$ cat config.mk
export PLATFORM = sky130hd
export DESIGN_NAME = fault_irq_unit
export DESIGN_NICKNAME = d
export VERILOG_FILES = /design/src/rtl/fault_irq_pkg.sv /design/src/rtl/fault_irq_ctrl.sv /design/src/rtl/fault_irq_dpath.sv /design/src/rtl/fault_irq_unit.sv
export SDC_FILE = /design/constraint.sdc
export NUM_CORES = 1
export LEC_CHECK = 0
export ABC_AREA = 1
export BUFFER_PORTS_ARGS = -buffer_cell sky130_fd_sc_hd__buf_2
export CAP_MARGIN = 20
export CORE_ASPECT_RATIO = 1.4
export CORE_MARGIN = 5
export CORE_UTILIZATION = 25
export CTS_CLUSTER_DIAMETER = 60
export DETAILED_ROUTE_END_ITERATION = 10
export GPL_TIMING_DRIVEN = 0
export PLACE_DENSITY_LB_ADDON = 0.2
export SYNTH_ARGS = -nofsm -noshare
export SYNTH_HDL_FRONTEND = slang
export SYNTH_SLANG_ARGS = --single-unit
$ cat constraint.sdc
create_clock -name clk -period 2.3 [get_ports clk]
set_input_delay 0.46 -clock clk [delete_from_list [all_inputs] [get_ports clk]]
set_output_delay 0.46 -clock clk [all_outputs]
set_load 0.1 [all_outputs]
$ cat src/rtl/fault_irq_pkg.sv
package fault_irq_pkg;

  // Strobes passed from control to datapath each cycle.
  typedef struct packed {
    logic clearStatus;  // clearing read happens at this edge
    logic levelSetEn;   // still-high inputs may set bits at this edge
    logic maskLoad;     // mask byte loads at this edge
  } irqStrobe_t;

  // Status bit positions (also used for the mask byte).
  localparam int unsigned BIT_THERM_WARN = 0;
  localparam int unsigned BIT_THERM_SHDN = 1;
  localparam int unsigned BIT_BATT_LOW   = 2;
  localparam int unsigned BIT_UNDERVOLT  = 3;
  localparam int unsigned BIT_MIRROR_REG = 4;
  localparam int unsigned BIT_ENABLE_LOW = 5;
  localparam int unsigned BIT_RAIL6_PG   = 6;
  localparam int unsigned BIT_LED_OVP    = 7;

endpackage

$ cat src/rtl/fault_irq_ctrl.sv
module fault_irq_ctrl
  import fault_irq_pkg::*;
#(
  parameter int unsigned HOLDOFF_CYCLES  = 16,
  parameter int unsigned CLK_FREQ_MHZ    = 100,
  parameter int unsigned MAX_REASSERT_NS = 32000
) (
  input  logic       clk,
  input  logic       rst_n,
  input  logic       statusRd,
  input  logic       maskWr,
  output irqStrobe_t stb
);

  // Largest holdoff that still re-raises within the bound: the re-set
  // happens HOLDOFF+1 edges after the read edge.
  localparam int unsigned BOUND_CYC = (CLK_FREQ_MHZ * MAX_REASSERT_NS) / 1000;
  localparam int unsigned MAX_HOLD  = (BOUND_CYC > 1) ? BOUND_CYC - 1 : 0;
  localparam int unsigned EFF_HOLD  = (HOLDOFF_CYCLES > MAX_HOLD) ? MAX_HOLD : HOLDOFF_CYCLES;
  localparam int unsigned CNT_W     = $clog2(EFF_HOLD + 2);
  localparam logic [CNT_W-1:0] HOLD_LOAD = CNT_W'(EFF_HOLD);

  logic [CNT_W-1:0] holdCnt;
  logic             inHoldoff;

  assign inHoldoff = (holdCnt != '0);

  always_ff @(posedge clk or negedge rst_n) begin
    if (!rst_n) begin
      holdCnt <= '0;
    end else if (statusRd) begin
      holdCnt <= HOLD_LOAD;
    end else if (inHoldoff) begin
      holdCnt <= holdCnt - 1'b1;
    end
  end

  always_comb begin
    stb.clearStatus = statusRd;
    stb.levelSetEn  = !statusRd && !inHoldoff;
    stb.maskLoad    = maskWr;
  end


  holdoff_reload_chk: assert property (@(posedge clk) disable iff (!rst_n)
    statusRd |=> (holdCnt == HOLD_LOAD));


  holdoff_count_chk: assert property (@(posedge clk) disable iff (!rst_n)
    (!statusRd && inHoldoff) |=> (holdCnt == $past(holdCnt) - 1'b1));

endmodule

$ cat src/rtl/fault_irq_dpath.sv
module fault_irq_dpath
  import fault_irq_pkg::*;
#(
  parameter int unsigned NUM_EVT = 8,
  parameter logic [NUM_EVT-1:0] MASK_RESET = 8'hDF
) (
  input  logic               clk,
  input  logic               rst_n,
  input  logic [NUM_EVT-1:0] evtIn,
  input  irqStrobe_t         stb,
  input  logic [NUM_EVT-1:0] maskWrData,
  output logic [NUM_EVT-1:0] status,
  output logic [NUM_EVT-1:0] mask,
  output logic               irqPullLow
);

  logic [NUM_EVT-1:0] evtPrev;
  logic [NUM_EVT-1:0] evtRise;

  always_ff @(posedge clk or negedge rst_n) begin
    if (!rst_n) evtPrev <= '0;
    else        evtPrev <= evtIn;
  end

  assign evtRise = evtIn & ~evtPrev;

  // One sticky flop per event.
  for (genvar i = 0; i < NUM_EVT; i++) begin : g_bit
    logic setNow;
    assign setNow = evtRise[i] || (stb.levelSetEn && evtIn[i]);
    always_ff @(posedge clk or negedge rst_n) begin
      if (!rst_n)               status[i] <= 1'b0;
      else if (stb.clearStatus) status[i] <= setNow;
      else if (setNow)          status[i] <= 1'b1;
    end
  end

  always_ff @(posedge clk or negedge rst_n) begin
    if (!rst_n)            mask <= MASK_RESET;
    else if (stb.maskLoad) mask <= maskWrData;
  end

  always_comb begin
    irqPullLow = |(status & ~mask);
  end


  set_needs_event_chk: assert property (@(posedge clk) disable iff (!rst_n)
    1'b1 |=> ((status & ~$past(status) & ~$past(evtIn)) == '0));


  sticky_bits_chk: assert property (@(posedge clk) disable iff (!rst_n)
    !stb.clearStatus |=> ((status & $past(status)) == $past(status)));


  read_clears_chk: assert property (@(posedge clk) disable iff (!rst_n)
    stb.clearStatus |=> ((status & ~$past(evtIn)) == '0));


  mask_load_chk: assert property (@(posedge clk) disable iff (!rst_n)
    stb.maskLoad |=> (mask == $past(maskWrData)));

endmodule

$ cat src/rtl/fault_irq_unit.sv
module fault_irq_unit
  import fault_irq_pkg::*;
#(
  parameter int unsigned NUM_EVT         = 8,
  parameter logic [NUM_EVT-1:0] MASK_RESET = 8'hDF,
  parameter int unsigned HOLDOFF_CYCLES  = 16,
  parameter int unsigned CLK_FREQ_MHZ    = 100,
  parameter int unsigned MAX_REASSERT_NS = 32000
) (
  input  logic               clk,
  input  logic               rst_n,
  input  logic [NUM_EVT-1:0] evtIn,
  input  logic               statusRd,
  output logic [NUM_EVT-1:0] statusRdData,
  input  logic               maskWr,
  input  logic [NUM_EVT-1:0] maskWrData,
  output logic [NUM_EVT-1:0] maskRdData,
  output logic               irqPullLow
);

  irqStrobe_t         stb;
  logic [NUM_EVT-1:0] status;
  logic [NUM_EVT-1:0] mask;

  fault_irq_ctrl #(
    .HOLDOFF_CYCLES (HOLDOFF_CYCLES),
    .CLK_FREQ_MHZ   (CLK_FREQ_MHZ),
    .MAX_REASSERT_NS(MAX_REASSERT_NS)
  ) u_ctrl (
    .clk     (clk),
    .rst_n   (rst_n),
    .statusRd(statusRd),
    .maskWr  (maskWr),
    .stb     (stb)
  );

  fault_irq_dpath #(
    .NUM_EVT   (NUM_EVT),
    .MASK_RESET(MASK_RESET)
  ) u_dpath (
    .clk       (clk),
    .rst_n     (rst_n),
    .evtIn     (evtIn),
    .stb       (stb),
    .maskWrData(maskWrData),
    .status    (status),
    .mask      (mask),
    .irqPullLow(irqPullLow)
  );

  assign statusRdData = status;
  assign maskRdData   = mask;

endmodule

==> impl_results.md, run 1 <==
- Global-route wire length before repair: around 4.4 mm
- Initial antenna violation count: 0
- Worst hold path type: in2async
- Max H-tree Level: 2
- Max VDD drop: between 200 and 300 uV
- Crit path max-delay family: flip-flops
- Slew margin rel.: between 50 and 60%
- Clock transition at path regs: around 60 ps
- Synth area leaders: dfrtp_1 (47%), nand2_1 (17%), dfstp_2 (16%)
- Worst setup EP type: output port
- # rows: 29
- Cell accounting for the most synthesized area: dfrtp_1
- Syn_nets: 146
- Critical Path RT: roughly 1800 ps
- Avg Cell Area, Syn: roughly 9.3 sq um
- Starting Density: about a quarter
- Number of synthesized flops with an enable pin: 0
- Top-area cell type share of the netlist area: between 40 and 50%
- Pleak: 0.000828 uW
- Seq/Total Area, Yosys: roughly 63%
- CTS root buffer: clkbuf_8
- Via count: slightly above 900
- Post-DP HPWL: 1.97 mm
- Die Height: 90.6 um
- Worst Path Class, Setup: reg2out
- Pin count of the biggest net entering global routing: 30
- Cells after DPL: approximately 220
- Pre-CTS setup slack: 620 ps
- Final #Nets: 189
- Synth Flop Type: dfrtp_1
- Worst setup path start: u_dpath.mask[6]
- Critical-path cell list: inv_1, nand2_1, nand2_1, a21oi_1, nand3_2, buf_2
- Pwr dens: around 1100 mW/mm^2
- WL/cell: 11.2 um
- Post-cts resize count: 0
- Total setup buffers inserted after CTS: 0
- Syn-to-layout area delta: 31.4%
- Residual DRC: 0
- Fin. Hold Viols: 0
- Cell with the largest stage delay on the worst path: dfstp_2
- ANT cells: 0
- Most common library cells after synthesis: nand2_1 (54), dfrtp_1 (22), inv_1 (13)
- Die X: roughly 68 um
- Worst Max-Slew Pin Slew: between 600 and 700 ps
- Port bufs: 36
- Max-slew violations: 0
- Synth warnings: 0
- Die area: 0.00613 sq mm
- Worst path arrival time: around 1500 ps
- Reg area: about 730 sq um
- Antenna-violating nets left: 0
- DRT Pass-1 Iters: 2
- Async set or reset register ratio after synthesis: 100%
- R2R Path Start: u_ctrl.holdCnt[0]
- # setup viols final: 0
- Cell with the most instances after synthesis: nand2_1
- Grt total ovfl: 0
- Unrepaired setup endpoints after global routing: false
- Number of global-route vias before repair: slightly below 1000
- Flops & latches, synth: 29
- Finished Cell Area: around 0.0015 sq mm
- Most used cell, CP: nand2_1
- # fillers: slightly below 500
- Routability cong.: ~0.73
- 1st-iter DRT viols: 23
- Clock Sinks: 29
- Setup TNS: 0 ps
- Vias/cell: 3.99
- Share of cells above drive strength 1: a little over a third
- Clock buffer depth: 2
- Final cell count without fillers: around 230
- # IOs: 37
- Routed WL: roughly 2.6 mm
- GRT Overall Usage: 9.71%
- TritonCTS clock tree: yes
- Placed cell areas: between 0.001 and 0.0015 sq mm
- Crit share post-route: 84.4%
- TritonCTS buffer count: 5
- Worst Path Buf+Inv: 2
- Slowest stage delay, CP: ~520 ps
- Synth cell types: 16
- Mapped Cells: around 130
- Status: finished, final reports clean
- Mapped Area: approximately 0.0012 sq mm
- Minimum clock period: just under 2000 ps
- Multi-input logic area: between 300 and 400 sq um
- Crit start category: flop
- R2R cell count: 6
- Worst-path fanout max: 2
- R2r setup slk: 1000 ps
- # Max-Cap Violations: 0
- Achievable frequency: 515 MHz
- Core area: ~0.0045 sq mm
- Crit path depth: 6
- Final Skew: 5.58 ps
- Hold_buf cts: 0
- Clk Latency, worst-skew pair: 280 ps
- Setup WS post-layout: roughly 360 ps
metal layers:
metal  share of wire [%]  GRT usage [%]  up-vias
li1                    -              -      469
met2                  52           15.6       25
met1                  38           10.3      421
met5                   0              0        -
met4                 3.4           6.60        0
met3                 6.4           3.24        7
layout make-up:
cell class | count | area share [%]
multi-input combinational | 80 | 23.7
inverter | 13 | 3.20
sequential | 29 | 48.2
buffer | 3 | 1.39
tap | 62 | 5.09
timing repair buffer | 36 | 11.8
clock inverter | 1 | 0.328
clock buffer | 7 | 6.32
registers in the layout, summed over array words and instances, names as in the netlist:
| register | count |
|---|---|
| u_dpath.evtPrev | 8 |
| u_dpath.mask | 8 |
| u_dpath.status | 8 |
| u_ctrl.holdCnt | 5 |
path summary, 6_finish.rpt:
kind / end
max: irqPullLow
min: u_ctrl.holdCnt[1]
max reg2reg: u_ctrl.holdCnt[4]
min reg2reg: u_dpath.status[5]
max in group asynchronous: u_dpath.evtPrev[4]
min in group clk: u_dpath.evtPrev[2]
cells by family (layout without fill, tap and decap cells):
kind of cell	after synthesis	in the layout	synth area share, %
AO/OA/AOI/OAI	13	13	6.25
AND/OR/NAND/NOR	65	65	22.6
adder cells (fa/ha/maj)	1	1	1.08
buffers and inverters	16	60	6.03
XOR/XNOR	1	1	0.754
flip-flops	29	29	63.3
worst register-to-register path, delay by kind of cell, from the launching register on:
family / cells / cell delay, ps
DFF: 1 / 350
adders and majority gates: 1 / 230
AOI/OAI and AO/OA: 1 / 150
and+or+nand+nor: 2 / 270
buffers and inverters: 2 / 190
report_power, final:
group / internal [uW] / total (uW) / switching, uW
combinational: 120 / 535 / 415
sequential: 591 / 637 / 45.9
clock: 270 / 458 / 188
total: 981 / 1630 / 649
stage by stage:
stage	total power (uW)	hold WS [ps]	util (%)
finish	1630	206	33.6
global route	1740	243	33.6
CTS	1660	219	33.6
global placement	1180	478	31.4
floorplan	1080	164	-
detailed placement	1190	479	31.4
cells in the final DEF, fill, tap and decap left out, types with 2 or more instances in the layout:
| cell | n |
|---|---|
| o21ai_0 | 10 |
| o21ai_2 | 2 |
| dfstp_2 | 7 |
| clkbuf_8 | 7 |
| nand3_1 | 3 |
| dfrtp_1 | 22 |
| buf_2 | 38 |
| nand2_1 | 54 |
| nor2_1 | 4 |
| inv_1 | 13 |
No activity file was read; power rests on OpenSTA's default activity.
==> inputs of run 2 (changes only) <==
==> constraint.sdc (replaced) <==
create_clock -name clk -period 1.6 [get_ports clk]
set_input_delay 0.32 -clock clk [delete_from_list [all_inputs] [get_ports clk]]
set_output_delay 0.32 -clock clk [all_outputs]
set_load 0.1 [all_outputs]
==> run 2 against run 1 <==
Net effect:
- the flow now finishes with violations (negative setup slack)
- flip-flop and latch count unchanged
- core utilization increased by 2.0 points
- combinational power increased by 50%
- critical path type unchanged
- global-route usage increased by 0.33 points
- total power increased by 46%
- final area increased by 5.8%
- worst hold slack got worse by 140 ps
==> impl_results.md, run 2 (synthesis results as in run 1) <==
- Syn-to-layout area delta: 39.0% (was 31.4%)
- Hold_buf cts: 0 (unchanged)
- Global Route met2 Usage: 15.7% (was 15.6%)
- Minimum clock period: ~1800 ps
- Routed WL: 2.54 mm (was 2.59 mm)
- CTS root buffer: clkbuf_8 (unchanged)
- Most used routing layer: met2 (unchanged)
- Worst hold path type: in2async (unchanged)
- Worst path arrival time: 1450 ps (was 1480 ps)
- Pwr dens: 1480 mW/mm^2 (was 1070 mW/mm^2)
- TritonCTS clock tree: yes (unchanged)
- Die area: 0.00613 sq mm (unchanged)
- Max H-tree Level: 2 (unchanged)
- Worst Max-Slew Pin Slew: 636 ps (was 644 ps)
- Commonest non-fill, non-tap cells in the layout: nand2_1 (54), buf_2 (30), dfrtp_1 (13), o21ai_0 (10), dfrtp_2 (9) (was nand2_1 (54), buf_2 (38), dfrtp_1 (22), inv_1 (13), o21ai_0 (10))
- WL/cell: 11.0 um (was 11.2 um)
- Final #Nets: 189 (unchanged)
- Status: finished with violations (was finished, final reports clean)
- Port bufs: 36 (unchanged)
- Fin. Hold Viols: 0 (unchanged)
- R2R Path Start: u_ctrl.holdCnt[0] (unchanged)
- Crit share post-route: 110%
- Finished Cell Area: 0.00161 sq mm (was 0.00153 sq mm)
- DRT Pass-1 Iters: 2 (unchanged)
- GRT Overall Usage: 10.0% (was 9.71%)
- Vias/cell: 4.00 (was 3.99)
- Max-slew violations: 0 (unchanged)
- Crit start category: flop (unchanged)
- Via count: 925 (was 922)
- Residual DRC: 0 (unchanged)
- Number of global-route vias before repair: 1033 (was 969)
- Critical Path RT: 1280 ps (was 1840 ps)
- Clock transition at path regs: 60 ps (about the same)
- Achievable frequency: 566 MHz
- Worst-path fanout max: 2 (unchanged)
- Antenna-violating nets left: 0 (unchanged)
- Pin count of the biggest net entering global routing: 30 (unchanged)
- Share of cells above drive strength 1: 45.0% (was 34.9%)
- # setup viols final: 1 (was 0)
- Pleak: 0.000831 uW (was 0.000828 uW)
- Worst r2r dst: u_ctrl.holdCnt[4] (unchanged)
- Setup WS post-layout: -166 ps (was 359 ps)
- Setup TNS: -166 ps (was 0 ps)
- Pre-CTS setup slack: 9.84 ps (was 620 ps)
- Worst setup EP type: output port (unchanged)
- Routability cong.: 0.702 (was 0.734)
- Commonest non-fill, non-tap cell in the layout: nand2_1 (unchanged)
- Grt total ovfl: 0 (unchanged)
- # Max-Cap Violations: 0 (unchanged)
- Placed cell areas: 0.00148 sq mm (was 0.00142 sq mm)
- Top Registers: u_dpath.evtPrev (8), u_dpath.mask (8), u_dpath.status (8) (unchanged)
- Slew margin rel.: 57.6% (was 57.1%)
- Post-DP HPWL: 1.95 mm (was 1.97 mm)
- Final Skew: 4.38 ps (was 5.58 ps)
- ANT cells: 0 (unchanged)
- R2r setup slk: 310 ps (was 1000 ps)
- TritonCTS buffer count: 5 (unchanged)
- Clock Sinks: 29 (unchanged)
- Global-route wire length before repair: 4.62 mm (was 4.41 mm)
- # IOs: 37 (unchanged)
- Unrepaired setup endpoints after global routing: true (was false)
- # rows: 29 (unchanged)
- Initial antenna violation count: 0 (unchanged)
- Starting Density: 25.6% (unchanged)
- Die Height: 90.6 um (unchanged)
- Grt met1 use: 11.7% (was 10.3%)
- Met3 Use GR: 3.74% (was 3.24%)
- Core area: 0.00454 sq mm (unchanged)
- Worst Path Class, Setup: reg2out (unchanged)
- Violated checks: negative setup slack
- Clk Latency, worst-skew pair: 270 ps (was 280 ps)
- Total setup buffers inserted after CTS: 0 (unchanged)
- R2R cell count: 6 (unchanged)
- Max VDD drop: 467 uV (was 253 uV)
- Die X: 67.6 um (unchanged)
- Clock buffer depth: 2 (unchanged)
- 1st-iter DRT viols: 11 (was 23)
[run 2: cell types whose count changed in the layout (fill, tap and decap cells not counted), sizes merged]
| cell | before | now |
|---|---|---|
| clkbuf | 7 | 9 |
| buf | 39 | 37 |
[run 2: area by class of cell]
class	instances	area, sq um
Buffer	3	21.3
Multi-Input combinational cell	80	380
Clock inverter	1	5.00
Timing Repair Buffer	36	213
Fill cell	487	2920
Inverter	13	48.8
Sequential cell	29	772
Tap cell	62	77.6
Clock buffer	7	96.3
[run 2: routing by layer]
layer  vias to the layer above  part of all wire, %
li1                        467                    -
met1                       420                   43
met2                        33                   47
met3                         5                  8.2
met4                         0                  2.3
met5                         -                    0
[run 2: timing repair]
action,4_1_cts,5_1_grt
endpoints found under the setup margin,8,3
pin swaps,0,3
resized for setup,9,3
hold endpoints to repair,0,0
[run 2: how the worst max path moves through the flow]
stage | start | to | slack (ps) | cells past startpoint
floorplan | u_dpath.mask[6] | irqPullLow | -90 | 5
global placement | u_dpath.mask[2] | irqPullLow | 10 | 6
detailed placement | u_dpath.mask[2] | irqPullLow | 10 | 6
CTS | u_dpath.mask[3] | irqPullLow | -200 | 6
global route | u_dpath.mask[7] | irqPullLow | -260 | 6
finish | u_dpath.mask[7] | irqPullLow | -170 | 6
[run 2: critical path: stages (launching register included)]
cell     delay [ps]
dfstp_4         610
inv_2            30
nand2_1          50
nand2_1          60
a21oi_2         150
nand3_4         100
buf_12          170
[run 2: metrics by stage]
step / hold WS, ps / util (%) / total power [uW] / std cells
floorplan: 24.4 / - / 1580 / 125
global placement: 376 / 32.5 / 1720 / 223
detailed placement: 389 / 32.5 / 1740 / 223
CTS: 83.8 / 35.4 / 2430 / 231
global route: 134 / 35.6 / 2550 / 231
finish: 70.3 / 35.6 / 2390 / 231
[run 2: report_power, final]
part           total (uW)  leakage [uW]  switching, uW  internal (uW)
combinational         805      0.000445            606            200
clock                 646     0.0000542            258            388
sequential            935      0.000331           69.9            865
